File: src/rtl/gpio_irq_pkg.sv
package gpio_irq_pkg;

  localparam int unsigned ADDR_STATUS   = 'h044;
  localparam int unsigned ADDR_SET      = 'h048;
  localparam int unsigned ADDR_CLR      = 'h04C;
  localparam int unsigned ADDR_SUM_IRQ  = 'h05C;
  localparam int unsigned ADDR_SUM_NMI  = 'h060;
  localparam int unsigned ADDR_PIN_BASE = 'h074;
  localparam int unsigned PIN_STRIDE    = 4;
  localparam int unsigned ADDR_EVT_SRC  = 'h14C;

  // bit positions inside a per-pin word
  localparam int unsigned B_SYNC_B = 0;
  localparam int unsigned B_SYNC_A = 3;
  localparam int unsigned B_TRIG   = 7;
  localparam int unsigned B_WAKE   = 10;
  localparam int unsigned B_IRQ    = 13;
  localparam int unsigned B_NMI    = 14;
  localparam int unsigned WORD_W   = 15;

  typedef enum logic [2:0] {
    TRIG_OFF  = 3'd0,
    TRIG_RISE = 3'd1,
    TRIG_FALL = 3'd2,
    TRIG_BOTH = 3'd3,
    TRIG_LOW  = 3'd4,
    TRIG_HIGH = 3'd5
  } trig_e;

  typedef enum logic [1:0] {
    SMP_THRU = 2'd0,
    SMP_NEG  = 2'd1
  } smp_e;

  typedef struct packed {
    logic       nmi_en;
    logic       irq_en;
    logic       wake_en;
    logic [2:0] trig;
    logic [1:0] sync_a;
    logic [1:0] sync_b;
  } pin_cfg_t;

  function automatic pin_cfg_t word_to_cfg(logic [WORD_W-1:0] w);
    pin_cfg_t c;
    c.nmi_en  = w[B_NMI];
    c.irq_en  = w[B_IRQ];
    c.wake_en = w[B_WAKE];
    c.trig    = w[B_TRIG+:3];
    c.sync_a  = w[B_SYNC_A+:2];
    c.sync_b  = w[B_SYNC_B+:2];
    return c;
  endfunction

  function automatic logic [WORD_W-1:0] cfg_to_word(pin_cfg_t c);
    logic [WORD_W-1:0] w;
    w               = '0;
    w[B_NMI]        = c.nmi_en;
    w[B_IRQ]        = c.irq_en;
    w[B_WAKE]       = c.wake_en;
    w[B_TRIG+:3]    = c.trig;
    w[B_SYNC_A+:2]  = c.sync_a;
    w[B_SYNC_B+:2]  = c.sync_b;
    return w;
  endfunction

endpackage

File: src/rtl/gpio_sync_stage.sv
module gpio_sync_stage
  import gpio_irq_pkg::*;
(
  input  logic       clk_i,
  input  logic       rst_ni,
  input  logic [1:0] mode_i,
  input  logic       d_i,
  output logic       q_o
);

  logic pos_q, neg_q;

  always_ff @(posedge clk_i or negedge rst_ni) begin
    if (!rst_ni) pos_q <= 1'b0;
    else         pos_q <= d_i;
  end

  always_ff @(negedge clk_i or negedge rst_ni) begin
    if (!rst_ni) neg_q <= 1'b0;
    else         neg_q <= d_i;
  end

  always_comb begin
    if (mode_i == SMP_THRU)     q_o = d_i;
    else if (mode_i == SMP_NEG) q_o = neg_q;
    else                        q_o = pos_q;
  end

endmodule

File: src/rtl/gpio_trig_detect.sv
module gpio_trig_detect
  import gpio_irq_pkg::*;
(
  input  logic       clk_i,
  input  logic       rst_ni,
  input  logic [2:0] trig_i,
  input  logic       d_i,
  output logic       hit_o
);

  logic prev_q;

  always_ff @(posedge clk_i or negedge rst_ni) begin
    if (!rst_ni) prev_q <= 1'b0;
    else         prev_q <= d_i;
  end

  always_comb begin
    unique case (trig_i)
      TRIG_RISE: hit_o = d_i & ~prev_q;
      TRIG_FALL: hit_o = ~d_i & prev_q;
      TRIG_BOTH: hit_o = d_i ^ prev_q;
      TRIG_LOW:  hit_o = ~d_i;
      TRIG_HIGH: hit_o = d_i;
      default:   hit_o = 1'b0;
    endcase
  end

endmodule

File: src/rtl/gpio_irq_regs.sv
module gpio_irq_regs
  import gpio_irq_pkg::*;
#(
  parameter int unsigned NUM_PINS = 8,
  parameter int unsigned ADDR_W   = 12,
  parameter int unsigned DATA_W   = 32
) (
  input  logic                       clk_i,
  input  logic                       rst_ni,
  input  logic [ADDR_W-1:0]          addr_i,
  input  logic [DATA_W-1:0]          wdata_i,
  input  logic                       we_i,
  input  logic [NUM_PINS-1:0]        hit_i,
  output pin_cfg_t [NUM_PINS-1:0]    cfg_o,
  output logic [NUM_PINS-1:0]        status_o,
  output logic [NUM_PINS-1:0]        sum_irq_o,
  output logic [NUM_PINS-1:0]        sum_nmi_o,
  output logic [DATA_W-1:0]          rdata_o
);

  localparam logic [ADDR_W-1:0] A_STATUS = ADDR_W'(ADDR_STATUS);
  localparam logic [ADDR_W-1:0] A_SET    = ADDR_W'(ADDR_SET);
  localparam logic [ADDR_W-1:0] A_CLR    = ADDR_W'(ADDR_CLR);
  localparam logic [ADDR_W-1:0] A_SUMI   = ADDR_W'(ADDR_SUM_IRQ);
  localparam logic [ADDR_W-1:0] A_SUMN   = ADDR_W'(ADDR_SUM_NMI);
  localparam logic [ADDR_W-1:0] A_EVT    = ADDR_W'(ADDR_EVT_SRC);

  logic [NUM_PINS-1:0] status_q, status_d, sw_val, wbits;
  logic [NUM_PINS-1:0] pin_sel;
  logic                unused_wdata;

  assign wbits        = wdata_i[NUM_PINS-1:0];
  assign unused_wdata = ^wdata_i;

  for (genvar i = 0; i < NUM_PINS; i++) begin : g_cfg
    assign pin_sel[i] = (addr_i == ADDR_W'(ADDR_PIN_BASE + PIN_STRIDE * i));

    always_ff @(posedge clk_i or negedge rst_ni) begin
      if (!rst_ni)                cfg_o[i] <= '0;
      else if (we_i && pin_sel[i]) cfg_o[i] <= word_to_cfg(wdata_i[WORD_W-1:0]);
    end

    assign sum_irq_o[i] = status_q[i] & cfg_o[i].irq_en;
    assign sum_nmi_o[i] = status_q[i] & cfg_o[i].nmi_en;
  end

  // software result first, trigger events ORed last so they win a collision
  always_comb begin
    sw_val = status_q;
    if (we_i) begin
      if (addr_i == A_STATUS)   sw_val = wbits;
      else if (addr_i == A_SET) sw_val = status_q | wbits;
      else if (addr_i == A_CLR) sw_val = status_q & ~wbits;
    end
    status_d = sw_val | hit_i;
  end

  always_ff @(posedge clk_i or negedge rst_ni) begin
    if (!rst_ni) status_q <= '0;
    else         status_q <= status_d;
  end

  assign status_o = status_q;

  always_comb begin
    rdata_o = '0;
    if (addr_i == A_STATUS)    rdata_o[NUM_PINS-1:0] = status_q;
    else if (addr_i == A_SUMI) rdata_o[NUM_PINS-1:0] = sum_irq_o;
    else if (addr_i == A_SUMN) rdata_o[NUM_PINS-1:0] = sum_nmi_o;
    else if (addr_i == A_EVT)  rdata_o[NUM_PINS-1:0] = hit_i;
    else begin
      for (int i = 0; i < NUM_PINS; i++) begin
        if (pin_sel[i]) rdata_o[WORD_W-1:0] = cfg_to_word(cfg_o[i]);
      end
    end
  end

endmodule

File: src/rtl/gpio_irq_unit.sv
module gpio_irq_unit
  import gpio_irq_pkg::*;
#(
  parameter int unsigned NUM_PINS = 8,
  parameter int unsigned ADDR_W   = 12,
  parameter int unsigned DATA_W   = 32
) (
  input  logic                clk_i,
  input  logic                rst_ni,
  input  logic [NUM_PINS-1:0] pin_i,
  input  logic [ADDR_W-1:0]   reg_addr_i,
  input  logic [DATA_W-1:0]   reg_wdata_i,
  input  logic                reg_we_i,
  output logic [DATA_W-1:0]   reg_rdata_o,
  output logic                irq_o,
  output logic                nmi_o,
  output logic                wake_o
);

  pin_cfg_t [NUM_PINS-1:0] cfg_w;
  logic [NUM_PINS-1:0]     stg_a_w, stg_b_w, hit_w, status_w;
  logic [NUM_PINS-1:0]     sum_irq_w, sum_nmi_w, wake_vec_w;

  for (genvar i = 0; i < NUM_PINS; i++) begin : g_pin
    gpio_sync_stage u_stg_a (
      .clk_i (clk_i),
      .rst_ni(rst_ni),
      .mode_i(cfg_w[i].sync_a),
      .d_i   (pin_i[i]),
      .q_o   (stg_a_w[i])
    );

    gpio_sync_stage u_stg_b (
      .clk_i (clk_i),
      .rst_ni(rst_ni),
      .mode_i(cfg_w[i].sync_b),
      .d_i   (stg_a_w[i]),
      .q_o   (stg_b_w[i])
    );

    gpio_trig_detect u_det (
      .clk_i (clk_i),
      .rst_ni(rst_ni),
      .trig_i(cfg_w[i].trig),
      .d_i   (stg_b_w[i]),
      .hit_o (hit_w[i])
    );

    assign wake_vec_w[i] = hit_w[i] & cfg_w[i].wake_en;
  end

  gpio_irq_regs #(
    .NUM_PINS(NUM_PINS),
    .ADDR_W  (ADDR_W),
    .DATA_W  (DATA_W)
  ) u_regs (
    .clk_i    (clk_i),
    .rst_ni   (rst_ni),
    .addr_i   (reg_addr_i),
    .wdata_i  (reg_wdata_i),
    .we_i     (reg_we_i),
    .hit_i    (hit_w),
    .cfg_o    (cfg_w),
    .status_o (status_w),
    .sum_irq_o(sum_irq_w),
    .sum_nmi_o(sum_nmi_w),
    .rdata_o  (reg_rdata_o)
  );

  assign irq_o  = |sum_irq_w;
  assign nmi_o  = |sum_nmi_w;
  assign wake_o = |wake_vec_w;

endmodule

File: config.mk
export PLATFORM = sky130hd
export DESIGN_NAME = gpio_irq_unit
export DESIGN_NICKNAME = d
export VERILOG_FILES = /design/src/rtl/gpio_irq_pkg.sv /design/src/rtl/gpio_sync_stage.sv /design/src/rtl/gpio_trig_detect.sv /design/src/rtl/gpio_irq_regs.sv /design/src/rtl/gpio_irq_unit.sv
export SDC_FILE = /design/constraint.sdc
export NUM_CORES = 1
export LEC_CHECK = 0
export ABC_AREA = 1
export BUFFER_PORTS_ARGS = -buffer_cell sky130_fd_sc_hd__buf_2
export CAP_MARGIN = 40
export CORE_UTILIZATION = 59
export CTS_CLUSTER_DIAMETER = 150
export DETAILED_ROUTE_END_ITERATION = 8
export PLACE_DENSITY = 0.89
export SYNTH_ARGS = -nofsm -noshare
export SYNTH_HDL_FRONTEND = slang
export SYNTH_SLANG_ARGS = --single-unit
File: constraint.sdc
create_clock -name clk_i -period 2.5 [get_ports clk_i]
set_clock_uncertainty 0.1 [all_clocks]
set_input_delay 0.125 -clock clk_i [delete_from_list [all_inputs] [get_ports clk_i]]
set_output_delay 0.125 -clock clk_i [all_outputs]
set_load 0.005 [all_outputs]
# Word level (Yosys, flattened, before mapping)
# Index checks and enable logic that the tools add are counted.
# W data, S select, Z words.
[op_classes]
reduce_logical = 27
n_eq_ne = 70
muxes = 60
bitwise_logic = 68
[ops]
columns = ["cell", "count"]
rows = [
  ["$mux W15", 8],
  ["$eq A12 B7 Y1 const B", 8],
  ["$mux W8", 8],
  ["$eq A12 B8 Y1 const B", 5],
  ["$eq A3 B2 Y1 const B", 16],
  ["$eq A3 B3 Y1 const B", 16],
  ["$and A1 B1 Y1", 40],
  ["$pmux W1 S5", 8],
  ["$eq A2 B1 Y1 const B", 16],
  ["$logic_not A2 Y1", 16],
  ["$mux W1", 32],
  ["$mux W7", 4],
  ["$eq A3 B1 Y1 const B", 8],
  ["$reduce_or A8 Y1", 3],
  ["$not A1 Y1", 16],
  ["$or A8 B8 Y8", 2],
  ["$eq A12 B9 Y1 const B", 1],
  ["$and A8 B8 Y8", 1],
  ["$logic_and A1 B1 Y1", 8],
  ["$not A8 Y8", 1],
  ["$xor A1 B1 Y1", 8],
]
[totals]
output_inout_bits = 35
reg_bits = 128
inputBits = 55
elab_cells = 314

# Depth between registers and ports, before layout
[depth]
word_depth = 13
ltp_mapped = 18
depth_no_buf = 17

# Hierarchy
# Synthesis repeated with hierarchy kept, for this count alone.
[unflattened]
cells_unflattened = 994
hier_area_um2 = 7175.6
[modules_own_cells]
columns = ["mod", "area_per_inst_um2", "cells_each", "seq_area_each_um2", "instances"]
rows = [
  ["gpio_irq_regs", 4844.6, 657, 2202.1, 1],
  ["gpio_sync_stage", 85.1, 11, 50.0, 16],
  ["gpio_trig_detect", 108.9, 17, 25.0, 8],
  ["gpio_irq_unit", 98.8, 25, 0.0, 1],
]

==> results.md <==
* DRC at 11
* Startpoint types: flop
* Initial antenna violation count at 0
* 1st-iter DRT viols at 1168
* Clock Latency Late Sink at 0.43 ns
* LEAKAGE at 0.00446 µW
* First-pass GRT wire length at 34800 µm
* Pin count of the biggest net entering global routing at 28
* Longest Clk Path Bufs at 2
* Final Max Slew Viols at 0
* WL final at 23700 µm
* Worst slack at placement at -1.01 ns
* Post-synthesis sequential area ratio at 44.6%
* Via count at 7783
* 1st-pass router iterations at 9
* PwrDens at 544 mW/mm²
* Slowest CP cell: dfrtn_1
* Crit end category: primary output
* WP data required at 2.28 ns
* Drt wl/cell at 19.1 µm
* Grt total ovfl at 0
* Area Overhead vs Synth at 26.6%
* Synth Register Bits at 128
* Root buffer cell: clkbuf_16
* Clock transition at path regs at 0.05 ns
* Top delay family on crit path: simple AND/OR/NAND/NOR gates
* DR vias/cell at 6.27
* Synthesis warning total at 0
* Total clock sinks at 128
* Mapped cell area at 0.00718 mm²
* Setup TNS at -17.82 ns
* Vias in the first global route at 7103
* Port bufs at 51
* HPWL Detailed at 13900 µm
* Crit path cell chain: nor2_1, o21ai_2, nand3_2, nand2_4, buf_4, inv_2, ha_2, o21ai_2, o31ai_1, nand3b_1, nand2_1, nand2_1, nor2_2, a21oi_2, buf_2
* Fraction of registers with async set/reset at 100%
* Max_cap viols at 0
* Area leader, netlist: dfrtp_1
* Worst Hold Class: primary input to flop
* Slowest stage delay, CP at 0.40 ns
* Std cell rows at 39
* EDFF count, synth at 0
* Leading cell types in the layout, fill and taps excluded: nand2_1 (282), o21ai_0 (128), dfrtp_1 (112)
* TritonCTS Buffers at 17
* R2r setup slk at -0.93 ns
* CP Data Arrival Time at 3.86 ns
* Core Area at 0.0116 mm²
* Die area at 0.0126 mm²
* Distinct cell type count of the synthesized netlist at 40
* H-tree depth at 4
* Setup violators final at 18
* Hold_ws at -0.00251 ns
* Mean post-synth cell area at 7.40 µm²
* Cell count after synthesis at 970
* Post-DP Area at 0.00783 mm²
* Crit-path max FO at 4
* Final Core Density at 78.2%
* Routed Antenna Nets at 0
* Failing checks: DRC, hold timing, setup timing
* RD Place Congestion at 0.975
* Run status: finished, violations left
* Layout Nets at 1156
* Max VDD drop at 0.509 mV
* CTS tree: built
* Width of the chip at 112 µm
* Ant diodes at 0
* Top-area cell type share of the netlist area at 39.1%
* Leading cell type in the layout, fill and taps excluded: nand2_1
* Relative slew margins at 52.1%
* Chip height at 112 µm
* Ports at 90
* Main synth FF type: dfrtp_1
* Starting Density at 61.8%
* Final hold vios at 1
* Least-Margin Pin Slew at 0.716 ns
* Final Cell Area at 0.00908 mm²
* WS Path Type: flop to primary output
* Filler instances at 689
* Ranking of synthesized cells by area: dfrtp_1 (39%), nand2_1 (16%), o21ai_0 (10%)
* Layout cell share with drive strength beyond 1 at 23.0%
* RSZ-0062 raised after global routing: yes
* Crit path buf inv count at 3
* Fin worst setup slack at -1.58 ns
* Total GRT Usage at 36.2%
-- cells in the mapped netlist, types with 4 or more instances --
library cell    n
or2_2           8
nand4_1        21
a21oi_1        24
nand3b_1        5
dfrtn_1        16
o2111ai_1       4
nor3_1          9
nor2_1         54
a21oi_2         4
inv_1         111
clkbuf_1       21
o211ai_1       10
nand3_1        37
o21ai_1        10
nand2_1       304
buf_2           8
o21ai_0       149
dfrtp_1       112
ha_1           16
buf_4          19
-- routing by layer --
| layer | GRT usage, % | routed length [µm] | part of all wire (%) |
|---|---|---|---|
| met1 | 46.6 | 8450 | 36 |
| met2 | 55.6 | 10500 | 44 |
| met3 | 9.29 | 3180 | 13 |
| met4 | 21.2 | 1580 | 6.7 |
| met5 | 0 | 0 | 0 |
-- area by class of cell --
| type | instances | area (µm²) | share of cell area [%] |
|---|---|---|---|
| multi-input combinational | 695 | 3780 | 41.6 |
| sequential | 128 | 3200 | 35.3 |
| timing repair buffer | 128 | 915 | 10.1 |
| clock buffer | 27 | 513 | 5.65 |
| inverter | 115 | 443 | 4.88 |
| tap | 143 | 179 | 1.97 |
| clock inverter | 5 | 52.6 | 0.579 |
-- flip-flops by register name (all words and copies together), names as in the netlist --
signal and cells:
g_pin.u_det.prev_q 8, g_pin.u_stg_a.neg_q 8, g_pin.u_stg_a.pos_q 8, g_pin.u_stg_b.neg_q 8, g_pin.u_stg_b.pos_q 8, u_regs.cfg_o 80
u_regs.status_o 8
-- worst paths after layout --
path	start	end	cells after the start
min in group asynchronous	rst_ni	u_regs.cfg_o[32]$_DFFE_PN0P_	2
max reg2reg	g_pin[4].u_stg_a.neg_q$_DFF_NN0_	u_regs.status_o[4]$_DFF_PN0_	12
min reg2reg	u_regs.cfg_o[23]$_DFFE_PN0P_	u_regs.cfg_o[23]$_DFFE_PN0P_	2
min	reg_wdata_i[6]	u_regs.status_o[6]$_DFF_PN0_	3
max in group asynchronous	rst_ni	g_pin[5].u_stg_b.neg_q$_DFF_NN0_	3
max	g_pin[4].u_stg_a.neg_q$_DFF_NN0_	reg_rdata_o[4]	15
-- power breakdown --
part	leakage (µW)	internal (µW)	switching (µW)
Sequential	0.00169	2130	46.3
Combinational	0.00249	154	237
Clock	0.000277	1490	885
Total	0.00446	3780	1170
-- timing repair --
action,4_1_cts,5_1_grt
hold buffers,14,0
setup endpoints to repair,17,20
hold endpoints to repair,100,0
cloned,0,0
setup buffers,13,10
pin swaps,29,36
gates resized for setup,33,57
-- stage by stage --
step | cells | power, µW
6_report | 1241 | 4940
3_5_place_dp | 1172 | 2490
5_1_grt | 1241 | 5080
2_1_floorplan | 988 | 2340
4_1_cts | 1231 | 4860
3_3_place_gp | 1172 | 2470
-- cell families after synthesis --
family | Yosys count | share of synthesized area, %
AO/OA/AOI/OAI | 212 | 16.0
AND/OR/NAND/NOR | 448 | 26.6
adder cells (fa/ha/maj) | 16 | 2.79
other | 1 | 0.0523
flip-flops | 128 | 44.6
buffers and inverters | 165 | 9.92
-- tightest hold or removal path: stages --
cell	delay (ns)
buf_2	0.08
nand2_1	0.10
o2111ai_2	0.19
No activity file was read; power rests on OpenSTA's default activity.
